===== config.mk =====
export PLATFORM = sky130hd
export DESIGN_NAME = dma2d_walker
export DESIGN_NICKNAME = d
export VERILOG_FILES = /design/src/rtl/dma2d_pkg.sv /design/src/rtl/dma2d_ctrl.sv /design/src/rtl/dma2d_addr.sv /design/src/rtl/dma2d_walker.sv
export SDC_FILE = /design/constraint.sdc
export NUM_CORES = 1
export LEC_CHECK = 0
export BUFFER_PORTS_ARGS = -buffer_cell sky130_fd_sc_hd__buf_2
export CAP_MARGIN = 25
export CORE_MARGIN = 8
export CORE_UTILIZATION = 32
export CTS_CLUSTER_SIZE = 20
export DETAILED_ROUTE_END_ITERATION = 8
export PLACE_DENSITY = 0.53
export SETUP_SLACK_MARGIN = 0.1
export SYNTH_ARGS = -nofsm -noshare
export SYNTH_HDL_FRONTEND = slang
export SYNTH_SLANG_ARGS = --single-unit
export TNS_END_PERCENT = 50

===== constraint.sdc =====
create_clock -name clk -period 14.5 [get_ports clk]
set_input_delay 4.35 -clock clk [delete_from_list [all_inputs] [get_ports clk]]
set_output_delay 4.35 -clock clk [all_outputs]
set_load 0.05 [all_outputs]

===== src/rtl/dma2d_pkg.sv =====
package dma2d_pkg;
  // Strobes from control to the address datapath
  typedef struct packed {
    logic load;     // capture start address and stride
    logic step;     // advance one word
    logic nextRow;  // jump to next row start
    logic wrap;     // return to start of circular region
  } dpCmd_t;
endpackage


===== src/rtl/dma2d_ctrl.sv =====
module dma2d_ctrl
  import dma2d_pkg::*;
#(
  parameter int LW = 16
) (
  input  logic          clk,
  input  logic          rstN,
  input  logic          startValid,
  input  logic [LW-1:0] cfgRowLen,
  input  logic [LW-1:0] cfgStride,
  input  logic [LW-1:0] cfgRowCnt,
  input  logic          cfgDir,
  input  logic          cfgBurst,
  input  logic          stopReq,
  input  logic          wordAck,
  output dpCmd_t        cmd,
  output logic          busy,
  output logic          dirQ,
  output logic          burstQ,
  output logic          doneEvt,
  output logic          halfEvt,
  output logic          halfSel
);
  localparam int RW = 2 * LW + 1;

  logic [LW-1:0] rowLenQ, rowCntQ, colQ, rowQ;
  logic [RW-1:0] idxQ, halfLastQ, regionLastQ, regionW;
  logic          loopQ;
  logic          accept, lastCol, lastRow, atHalf, atEnd, finish, blockDone, loopEvt;

  assign regionW   = RW'(cfgStride) * (RW'(cfgRowCnt) + RW'(1));
  assign accept    = busy & wordAck;
  assign lastCol   = (colQ == rowLenQ - LW'(1));
  assign lastRow   = (rowQ == rowCntQ);
  assign atHalf    = (idxQ == halfLastQ);
  assign atEnd     = (idxQ == regionLastQ);
  assign blockDone = accept & ~loopQ & lastCol & lastRow;
  assign loopEvt   = accept & loopQ & ~stopReq & (atHalf | atEnd);
  assign finish    = blockDone | (accept & loopQ & stopReq);

  always_comb begin
    cmd         = '0;
    cmd.load    = ~busy & startValid;
    cmd.step    = accept & (loopQ ? (~stopReq & ~atEnd) : ~lastCol);
    cmd.nextRow = accept & ~loopQ & lastCol & ~lastRow;
    cmd.wrap    = accept & loopQ & ~stopReq & atEnd;
  end

  always_ff @(posedge clk) begin
    if (!rstN) begin
      busy        <= 1'b0;
      loopQ       <= 1'b0;
      dirQ        <= 1'b0;
      burstQ      <= 1'b0;
      rowLenQ     <= '0;
      rowCntQ     <= '0;
      colQ        <= '0;
      rowQ        <= '0;
      idxQ        <= '0;
      halfLastQ   <= '0;
      regionLastQ <= '0;
      doneEvt     <= 1'b0;
      halfEvt     <= 1'b0;
      halfSel     <= 1'b0;
    end else begin
      doneEvt <= blockDone;
      halfEvt <= loopEvt;
      if (loopEvt) halfSel <= atEnd;
      if (cmd.load) begin
        busy        <= 1'b1;
        loopQ       <= (cfgRowLen == '0);
        dirQ        <= cfgDir;
        burstQ      <= cfgBurst;
        rowLenQ     <= cfgRowLen;
        rowCntQ     <= cfgRowCnt;
        colQ        <= '0;
        rowQ        <= '0;
        idxQ        <= '0;
        halfLastQ   <= (regionW >> 1) - RW'(1);
        regionLastQ <= regionW - RW'(1);
      end else begin
        if (finish) busy <= 1'b0;
        if (cmd.step) begin
          if (loopQ) idxQ <= idxQ + RW'(1);
          else       colQ <= colQ + LW'(1);
        end
        if (cmd.nextRow) begin
          colQ <= '0;
          rowQ <= rowQ + LW'(1);
        end
        if (cmd.wrap) idxQ <= '0;
      end
    end
  end

  // completion and half events never share a cycle
  p_one_event_r4: assert property (@(posedge clk) disable iff (!rstN)
    !(doneEvt && halfEvt));
  // completion leaves the channel idle
  p_done_idle_r4: assert property (@(posedge clk) disable iff (!rstN)
    doneEvt |-> !busy);
  // an acknowledged word under stop in loop mode ends quietly
  p_stop_quiet_r8: assert property (@(posedge clk) disable iff (!rstN)
    (accept && loopQ && stopReq) |=> (!busy && !halfEvt));
  // captured flags do not move during a transfer
  p_flags_hold_r9: assert property (@(posedge clk) disable iff (!rstN)
    (busy && $past(busy)) |-> ($stable(dirQ) && $stable(burstQ)));
endmodule


===== src/rtl/dma2d_addr.sv =====
module dma2d_addr
  import dma2d_pkg::*;
#(
  parameter int AW = 32,
  parameter int LW = 16
) (
  input  logic          clk,
  input  logic          rstN,
  input  dpCmd_t        cmd,
  input  logic [AW-1:0] startAddr,
  input  logic [LW-1:0] cfgStride,
  output logic [AW-1:0] wordAddr
);
  logic [AW-1:0] baseQ, rowStartQ, strideQ, nextRowStart;

  assign nextRowStart = rowStartQ + strideQ;

  always_ff @(posedge clk) begin
    if (!rstN) begin
      baseQ     <= '0;
      rowStartQ <= '0;
      strideQ   <= '0;
      wordAddr  <= '0;
    end else if (cmd.load) begin
      baseQ     <= startAddr;
      rowStartQ <= startAddr;
      strideQ   <= AW'(cfgStride);
      wordAddr  <= startAddr;
    end else if (cmd.nextRow) begin
      rowStartQ <= nextRowStart;
      wordAddr  <= nextRowStart;
    end else if (cmd.wrap) begin
      wordAddr  <= baseQ;
    end else if (cmd.step) begin
      wordAddr  <= wordAddr + AW'(1);
    end
  end

  // a wrap always returns to the launched start address
  p_wrap_base_r5: assert property (@(posedge clk) disable iff (!rstN)
    cmd.wrap |=> (wordAddr == baseQ));
endmodule


===== src/rtl/dma2d_walker.sv =====
module dma2d_walker
  import dma2d_pkg::*;
#(
  parameter int AW = 32,
  parameter int LW = 16
) (
  input  logic          clk,
  input  logic          rstN,
  input  logic          startValid,
  input  logic [AW-1:0] startAddr,
  input  logic [LW-1:0] cfgRowLen,
  input  logic [LW-1:0] cfgStride,
  input  logic [LW-1:0] cfgRowCnt,
  input  logic          cfgDir,
  input  logic          cfgBurst,
  input  logic          stopReq,
  output logic          wordReq,
  input  logic          wordAck,
  output logic [AW-1:0] wordAddr,
  output logic          wordDir,
  output logic          wordBurst,
  output logic          busy,
  output logic          doneEvt,
  output logic          halfEvt,
  output logic          halfSel
);
  dpCmd_t cmd;

  dma2d_ctrl #(.LW(LW)) u_ctrl (
    .clk(clk), .rstN(rstN), .startValid(startValid),
    .cfgRowLen(cfgRowLen), .cfgStride(cfgStride), .cfgRowCnt(cfgRowCnt),
    .cfgDir(cfgDir), .cfgBurst(cfgBurst), .stopReq(stopReq), .wordAck(wordAck),
    .cmd(cmd), .busy(busy), .dirQ(wordDir), .burstQ(wordBurst),
    .doneEvt(doneEvt), .halfEvt(halfEvt), .halfSel(halfSel)
  );

  dma2d_addr #(.AW(AW), .LW(LW)) u_addr (
    .clk(clk), .rstN(rstN), .cmd(cmd), .startAddr(startAddr),
    .cfgStride(cfgStride), .wordAddr(wordAddr)
  );

  assign wordReq = busy;

  // a stalled request holds its address
  p_stall_hold_r7: assert property (@(posedge clk) disable iff (!rstN)
    (wordReq && !wordAck) |=> $stable(wordAddr));
  // a fresh transfer presents the launched address
  p_launch_addr_r2: assert property (@(posedge clk) disable iff (!rstN)
    (!busy && startValid) |=> (busy && wordAddr == $past(startAddr)));
endmodule


==> results of run 1 <==
## Yosys cell counts (14+ instances only)
cell	count
nand2_1	483
dfxtp_1	282
inv_1	279
a21oi_1	209
fa_1	209
nor2_1	187
xor2_1	159
clkbuf_1	144
xnor2_1	134
ha_1	129
and2_1	118
o21ai_0	73
nand3_1	65
nor3_1	52
a211oi_1	42
and3_1	38
a31oi_1	35
nor4_1	35
o211ai_1	32
nand4_1	31
o21ai_1	31
a21boi_0	28
a21o_1	22
nor2b_1	19
or3_1	18
nand2b_1	14
## worst min path at each step
| stage | from | end |
|---|---|---|
| 3_5_place_dp | u_addr.baseQ[11] | u_addr.baseQ[11] |
| 4_1_cts | u_addr.baseQ[11] | u_addr.baseQ[11] |
| 5_1_grt | u_addr.baseQ[19] | u_addr.baseQ[19] |
| 3_3_place_gp | u_addr.baseQ[5] | u_addr.baseQ[5] |
| 6_report | u_addr.baseQ[2] | u_addr.baseQ[2] |
| 2_1_floorplan | u_ctrl.halfLastQ[32] | u_ctrl.halfLastQ[32] |
## worst max-delay path, cell delays in order
cell and delay [ns]:
buf_2 0.38, ha_1 0.26, nand3_1 0.16, nor2_1 0.19
nand4_1 0.13, xnor2_1 0.81, nand2_1 0.19, fa_1 0.58
fa_1 0.44, fa_1 0.52, inv_1 0.05, fa_1 0.50
fa_1 0.57, inv_1 0.06, fa_1 0.53, inv_1 0.04
ha_1 0.38, a21oi_1 0.26, o21ai_0 0.23, or2_0 0.25
o211ai_1 0.43, o221ai_1 0.38, nor3_1 0.63, nand4_1 0.29
nor4_1 0.33, mux2i_1 0.22, nor2_1 0.06
## kinds of logic (layout without fill, tap and decap cells)
logic type               Yosys count  in the layout  share of synthesized area
AO/OA/AOI/OAI                    541            541                      0.135
AND/OR/NAND/NOR                 1121           1121                      0.218
multiplexers                       8              8                    0.00333
adder cells (fa/ha/maj)          338            338                      0.237
XOR/XNOR                         294            294                      0.106
buffers and inverters            445            500                     0.0694
flip-flops                       282            282                      0.231
## routing by layer
layer  vias up  global-route usage  routed length (um)
met5         -                   0                   0
met4         0              0.0395                1450
met3        83              0.0209                2610
li1      10079                   -                   -
met1      9936               0.217               32700
met2       365               0.291               34900
## sequential cells by signal, indices dropped and copies added, names as in the netlist
signal,cells
u_ctrl.halfLastQ,33
u_ctrl.idxQ,33
u_ctrl.regionLastQ,33
u_addr.baseQ,32
u_addr.rowStartQ,32
u_addr.wordAddr,32
u_addr.strideQ,16
u_ctrl.colQ,16
u_ctrl.rowCntQ,16
u_ctrl.rowLenQ,16
u_ctrl.rowQ,16
u_ctrl.burstQ,1
u_ctrl.busy,1
u_ctrl.dirQ,1
u_ctrl.doneEvt,1
u_ctrl.halfEvt,1
u_ctrl.halfSel,1
u_ctrl.loopQ,1
## area by class of cell
cell class	count	area [um2]	area share
Multi-Input combinational cell	2302	17100	0.632
Clock inverter	8	103	0.00378
Sequential cell	282	5650	0.208
Clock buffer	56	1080	0.0397
Inverter	280	1050	0.0389
Timing Repair Buffer	156	866	0.0319
Tap cell	978	1220	0.0451
## stage by stage
stage / util / hold slack (ns) / instances / area (um2)
5_1_grt: 0.358 / 0.470 / 4062 / 27100
2_1_floorplan: - / 0.431 / 3029 / 24500
3_3_place_gp: 0.342 / 0.444 / 3996 / 25900
6_report: 0.358 / 0.454 / 4062 / 27100
3_5_place_dp: 0.342 / 0.448 / 3997 / 25900
4_1_cts: 0.358 / 0.456 / 4061 / 27100
==> results_dict.tcl, run 1 <==
set metrics [dict create \
    status "completed" \
    io_pins 126 \
    dr.pass1.iters 5 \
    final_antenna_net_count 0 \
    finalWeightedCongestion 0.844 \
    clock_skew_ns 0.0296 \
    max_freq_mhz 78.2 \
    async_flop_share 0 \
    hpwl_um 53800 \
    htreeDepth 2 \
    detail_route.iter0.violations 1035 \
    grt_pass1_vias 20900 \
    layout-drive-gt1-share 0.0807 \
    antenna_found_initial 0 \
    synth.largest_area_cell "dfxtp_1" \
    arrival_ns 13.23 \
    synth_nets 3454 \
    fill_cells 7985 \
    finalHoldViolations 0 \
    tightest_slew_ns 1.01 \
    synth_warnings 0 \
    hold_path_class "register to register" \
    layout.nets 3483 \
    layout_common_cells "nand2_1 (482), dfxtp_1 (282), inv_1 (279)" \
    grt_start_max_net_pins 78 \
    num_antenna_cells 0 \
    die_h_um 292 \
    portBuffers 125 \
    synth_area_mm2 0.0245 \
    reg2reg_to "u_addr.wordAddr[16]" \
    ys_seq_area_frac 0.231 \
    place_ws_ns 1.38 \
    ys_ff_latch 282 \
    finalSetupTns_ns 0 \
    grt_overflow 0 \
    fin_crit_ns 12.79 \
    rrSetupSlack_ns 10.52 \
    drc 0 \
    synth.avg_cell_area_um2 8.07 \
    clock_latency_ns 0.57 \
    row_count 101 \
    chipWidth_um 292 \
    required_ns 14.94 \
    drt_wl_total_um 71600 \
    start_util 0.322 \
    syn_inst 3029 \
    via_per_inst 5.04 \
    grt.total_usage 0.167 \
    setup_viol 0 \
    clkSinkCount 282 \
    core_region_area_mm2 0.0758 \
    reg2reg_depth 11 \
    area_delta_synth_final_pct 10.9 \
    synth_area_leaders "dfxtp_1 (23%), fa_1 (17%), nand2_1 (7.4%)" \
    vias 20463 \
    rsz0062_at_grt "no" \
    synth_ff_type "dfxtp_1" \
    avgRoutedWirePerCell_um 17.6 \
    cts_tree "yes" \
    worst_setup_path_end_kind "register" \
    criticalPathCategory "primary input to register" \
    critical_path.endpoint "u_ctrl.halfLastQ[29]" \
    startpoint "cfgRowCnt[0]" \
    cp-start-kind "primary input" \
    cts_setup_buffers 0 \
    clkTransAtPathRegs_ns 0.06 \
    final_common_cell "nand2_1" \
    cts_buffer_depth 3 \
    ctsHoldBuffers 0 \
    die_area_mm2 0.0855 \
    drv_slew 0 \
    r2r-start "u_ctrl.rowLenQ[0]" \
    cts_root_buf "clkbuf_16" \
    grt_pass1_wl_um 117000 \
    hold_depth 2 \
    period_share 0.882 \
    cap_violations 0 \
    maxSlewHeadroom 0.319 \
    synth_cell_types 81 \
    synth_top_area_frac 0.231 \
    numCtsBuffers 36 \
    cts_resized 0 \
    path_max_fanout 20 \
    synth-edff-count 0 \
    layout_setup_ws_ns 1.71 \
]
Power of run 1 is left out: the tool's default activity adds up to more than one toggle a clock period on the data nets, which glitch-free logic cannot reach.
==> run 2: changes to the inputs <==
==> constraint.sdc (replaced) <==
create_clock -name clk -period 14.5 [get_ports clk]
set_input_delay 1.45 -clock clk [delete_from_list [all_inputs] [get_ports clk]]
set_output_delay 1.45 -clock clk [all_outputs]
set_load 0.05 [all_outputs]
==> results_dict.tcl, run 2 (synthesis gave the netlist of run 1 again) <==
set metrics [dict create \
    fin_crit_ns 9.61 \
    clkSinkCount 282 \
    layout_common_cells "nand2_1 (482), dfxtp_1 (282), inv_1 (279)" \
    cap_violations 0 \
    reg2reg_to "u_addr.wordAddr[0]" \
    drt_wl_total_um 71700 \
    ctsHoldBuffers 0 \
    die_area_mm2 0.0855 \
    hpwl_um 53800 \
    cts_setup_buffers 0 \
    cts_tree "yes" \
    wl_met3_um 2580 \
    vias 20403 \
    chipWidth_um 292 \
    portBuffers 125 \
    grt_pass1_wl_um 116000 \
    drv_slew 0 \
    reg2reg_depth 14 \
    dr.pass1.iters 5 \
    r2r-start "u_ctrl.rowLenQ[0]" \
    grt_pass1_vias 20653 \
    largestRegisters "u_ctrl.halfLastQ: 33 flops, u_ctrl.idxQ: 33 flops, u_ctrl.regionLastQ: 33 flops" \
    die_h_um 292 \
    numCtsBuffers 36 \
    hold_path_class "register to register" \
    start_util 0.322 \
    cts_buffer_depth 3 \
    period_share 0.663 \
    drc 0 \
    cp-start-kind "primary input" \
    finalSetupTns_ns 0 \
    via_per_inst 5.03 \
    path_max_fanout 20 \
    min_from "u_addr.baseQ[3]" \
    htreeDepth 2 \
    top_layer_used "met4" \
    criticalPathCategory "primary input to register" \
    tightest_slew_ns 0.911 \
    startpoint "cfgRowCnt[0]" \
    rsz0062_at_grt "no" \
    setup_viol 0 \
    row_count 101 \
    antenna_found_initial 0 \
    cts_root_buf "clkbuf_16" \
    cts_resized 0 \
    grt_start_max_net_pins 179 \
    hold_depth 2 \
    met1_length_um 32900 \
    met2_length_um 34500 \
    finalWeightedCongestion 0.855 \
    rrSetupSlack_ns 10.03 \
    grt.total_usage 0.166 \
    final_common_cell "nand2_1" \
    detail_route.iter0.violations 1019 \
    max_freq_mhz 104 \
    area_delta_synth_final_pct 10.7 \
    grt_overflow 0 \
    clkTransAtPathRegs_ns 0.05 \
    required_ns 14.93 \
    holdPathEnd "u_addr.baseQ[3]" \
    finalHoldViolations 0 \
    io_pins 126 \
    avgRoutedWirePerCell_um 17.7 \
    core_region_area_mm2 0.0758 \
    layout.nets 3477 \
    status "completed" \
    layout-drive-gt1-share 0.0802 \
    clock_skew_ns 0.0272 \
    maxSlewHeadroom 0.391 \
    arrival_ns 10.04 \
    clock_latency_ns 0.56 \
    worst_setup_path_end_kind "register" \
    final_antenna_net_count 0 \
]
-- run 2: final cells by class --
cell class                 count  area (um2)
multi-input combinational   2302       17200
clock buffer                  51        1020
sequential                   282        5650
tap                          978        1220
inverter                     280        1050
timing repair buffer         150         823
clock inverter                13         133
antenna                        1        2.50
fill                        7988       48800
-- run 2: critical path, cell delays in order --
cell,delay [ns]
buf_2,0.40
ha_1,0.27
nand3_1,0.16
nor2_1,0.21
xor2_2,0.73
and2_1,0.26
fa_1,0.39
inv_1,0.09
fa_1,0.43
fa_1,0.51
inv_1,0.05
fa_1,0.47
fa_1,0.56
inv_1,0.07
fa_1,0.54
inv_1,0.04
ha_1,0.37
a21oi_1,0.24
o21ai_0,0.23
or2_0,0.25
o211ai_1,0.43
o221ai_1,0.34
nor3_1,0.65
nand2_1,0.22
nor3_2,0.23
o21ai_0,0.12
or3_1,0.30
-- run 2: per-stage QoR --
stage / hold WS (ns) / setup WS [ns] / area [um2] / utilization / instances
2_1_floorplan: 0.431 / 5.60 / 24500 / - / 3029
3_3_place_gp: 0.443 / 4.43 / 25900 / 0.342 / 3991
3_5_place_dp: 0.447 / 4.37 / 25900 / 0.342 / 3992
4_1_cts: 0.455 / 4.97 / 27100 / 0.357 / 4056
5_1_grt: 0.469 / 4.30 / 27100 / 0.357 / 4056
6_report: 0.453 / 4.89 / 27100 / 0.357 / 4057
-- run 2: how the worst max path moves through the flow --
| stage | endpoint | slack, ns | cells after the start |
|---|---|---|---|
| global route | u_ctrl.regionLastQ[31] | 4.30 | 27 |
| CTS | u_ctrl.regionLastQ[31] | 4.97 | 26 |
| finish | u_ctrl.regionLastQ[31] | 4.89 | 27 |
| global placement | u_ctrl.halfLastQ[24] | 4.43 | 25 |
| detailed placement | u_ctrl.regionLastQ[31] | 4.37 | 26 |
| floorplan | u_ctrl.regionLastQ[31] | 5.60 | 29 |
-- run 2: metal layers --
layer,vias to the layer above,track usage
met2,347,0.288
li1,10057,-
met4,0,0.0384
met1,9905,0.220
met5,-,0
met3,94,0.0192
Power of run 2 is left out for the same reason.
==> run 3: changes to the inputs <==
--- a/config.mk
+++ b/config.mk
@@ -11,7 +11,7 @@
 export CORE_UTILIZATION = 32
 export CTS_CLUSTER_SIZE = 20
 export DETAILED_ROUTE_END_ITERATION = 8
-export PLACE_DENSITY = 0.53
+export PLACE_DENSITY = 0.55
 export SETUP_SLACK_MARGIN = 0.1
 export SYNTH_ARGS = -nofsm -noshare
 export SYNTH_HDL_FRONTEND = slang
==> constraint.sdc (replaced) <==
create_clock -name clk -period 8.3 [get_ports clk]
set_input_delay 0.83 -clock clk [delete_from_list [all_inputs] [get_ports clk]]
set_output_delay 0.83 -clock clk [all_outputs]
set_load 0.05 [all_outputs]
==> results_dict.tcl, run 3 (synthesis gave the netlist of run 1 again) <==
set metrics [dict create \
    clock_skew_ns 0.0296 \
    rsz0062_at_grt "yes" \
    dp.cells 4148 \
    layout.nets 3633 \
    cap_violations 0 \
    drv_slew 0 \
    start_util 0.322 \
    via_per_inst 4.97 \
    cpMostUsedCell "fa_1" \
    cts_tree "yes" \
    antenna_found_initial 3 \
    die_h_um 292 \
    final_antenna_net_count 0 \
    cts_setup_buffers 0 \
    htreeDepth 2 \
    clkSinkCount 282 \
    largestRegisters "u_ctrl.halfLastQ: 33 flops, u_ctrl.idxQ: 33 flops, u_ctrl.regionLastQ: 33 flops" \
    cts_buffer_depth 3 \
    criticalPathCategory "primary input to register" \
    clock_latency_ns 0.57 \
    max_stage_delay_ns 0.55 \
    arrival_ns 8.32 \
    status "completed" \
    numCtsBuffers 36 \
    vias 20964 \
    detail_route.iter0.violations 1014 \
    required_ns 8.74 \
    period_share 0.950 \
    io_pins 126 \
    setup_viol 0 \
    path_max_fanout 6 \
    tightest_slew_ns 0.991 \
    portBuffers 125 \
    row_count 101 \
    worst_setup_path_end_kind "register" \
    max_freq_mhz 127 \
    maxSlewHeadroom 0.332 \
    chipWidth_um 292 \
    fin_crit_ns 7.88 \
    grt_overflow 0 \
    holdWs_ns 0.452 \
    finalWeightedCongestion 0.859 \
    finalHoldViolations 0 \
    drc 0 \
    grt.total_usage 0.166 \
    grt_start_max_net_pins 179 \
    final_common_cell "nand2_1" \
    avgRoutedWirePerCell_um 16.9 \
    drt_wl_total_um 71300 \
    hpwl_um 55100 \
    cp_slowest_cell "fa_1" \
    die_area_mm2 0.0855 \
    cp-start-kind "primary input" \
    hold_path_class "register to register" \
    layout-drive-gt1-share 0.126 \
    clkTransAtPathRegs_ns 0.06 \
    grt_pass1_wl_um 117000 \
    area_delta_synth_final_pct 16.1 \
    layout.cells.non_filler 4215 \
    layout_common_cells "nand2_1 (482), dfxtp_1 (282), inv_1 (279)" \
    dr.pass1.iters 5 \
    grt_pass1_vias 21398 \
    cts_root_buf "clkbuf_16" \
    core_region_area_mm2 0.0758 \
]
==> run 3: cell count changes in the layout (fill, tap and decap cells not counted), moves of 2 or more <==
cell | before | now
buf_4 | 23 | 177
bufinv_16 | 1 | 4
a211oi_1 | 42 | 40
clkinvlp_4 | 2 | 0
nor4_2 | 4 | 6
nor4_1 | 35 | 33
nor2_1 | 187 | 185
nor2_2 | 2 | 4
diode_2 | 1 | 3
a211oi_2 | 0 | 2
==> run 3: critical path: cells and delay by family <==
family | cells | cell delay [ns]
AND/OR/NAND/NOR | 10 | 2.21
adder cells (fa/ha/maj) | 8 | 3.51
buffers and inverters | 6 | 0.60
XOR/XNOR | 1 | 0.29
AO/OA/AOI/OAI | 4 | 0.86
==> run 3: per-stage QoR <==
step | util | area, um2 | setup TNS (ns) | worst slack [ns]
after floorplan | - | 24500 | 0 | 0.148
after global placement | 0.357 | 27100 | -0.915 | -0.120
final | 0.374 | 28400 | 0 | 0.416
after detailed placement | 0.357 | 27100 | -1.47 | -0.169
after global routing | 0.374 | 28400 | 0 | 0.0524
after CTS | 0.374 | 28300 | 0 | 0.373
==> run 3: path summary, 6_finish.rpt <==
check | start | to | slack (ns) | cells after the start
worst max-delay path | cfgRowCnt[0] | u_ctrl.regionLastQ[31] | 0.42 | 29
worst min-delay path | u_ctrl.dirQ | u_ctrl.dirQ | 0.45 | 2
worst max register to register | u_ctrl.rowLenQ[0] | u_ctrl.colQ[13] | 4.08 | 10
worst min register to register | u_ctrl.dirQ | u_ctrl.dirQ | 0.45 | 2
==> run 3: cell type report <==
type                            count  area, um2
Timing Repair Buffer              306       2030
Fill cell                        7917      47400
Tap cell                          978       1220
Inverter                          280       1050
Antenna cell                        3       7.51
Multi-Input combinational cell   2302      17200
Clock buffer                       50       1010
Clock inverter                     14        206
Sequential cell                   282       5650
==> run 3: metal layers <==
| metal | GRT usage | wire length [um] | vias to the layer above |
|---|---|---|---|
| met2 | 0.286 | 34300 | 377 |
| met4 | 0.0482 | 1980 | 4 |
| li1 | - | - | 10379 |
| met1 | 0.215 | 32200 | 10090 |
| met5 | 0 | 27 | - |
| met3 | 0.0246 | 2810 | 114 |
==> run 3: repair_timing <==
item / in CTS / in global routing
hold buffers: 0 / 0
gates resized for setup: 0 / 10
endpoints found under the setup margin: 0 / 17
Power of run 3 is left out for the same reason.
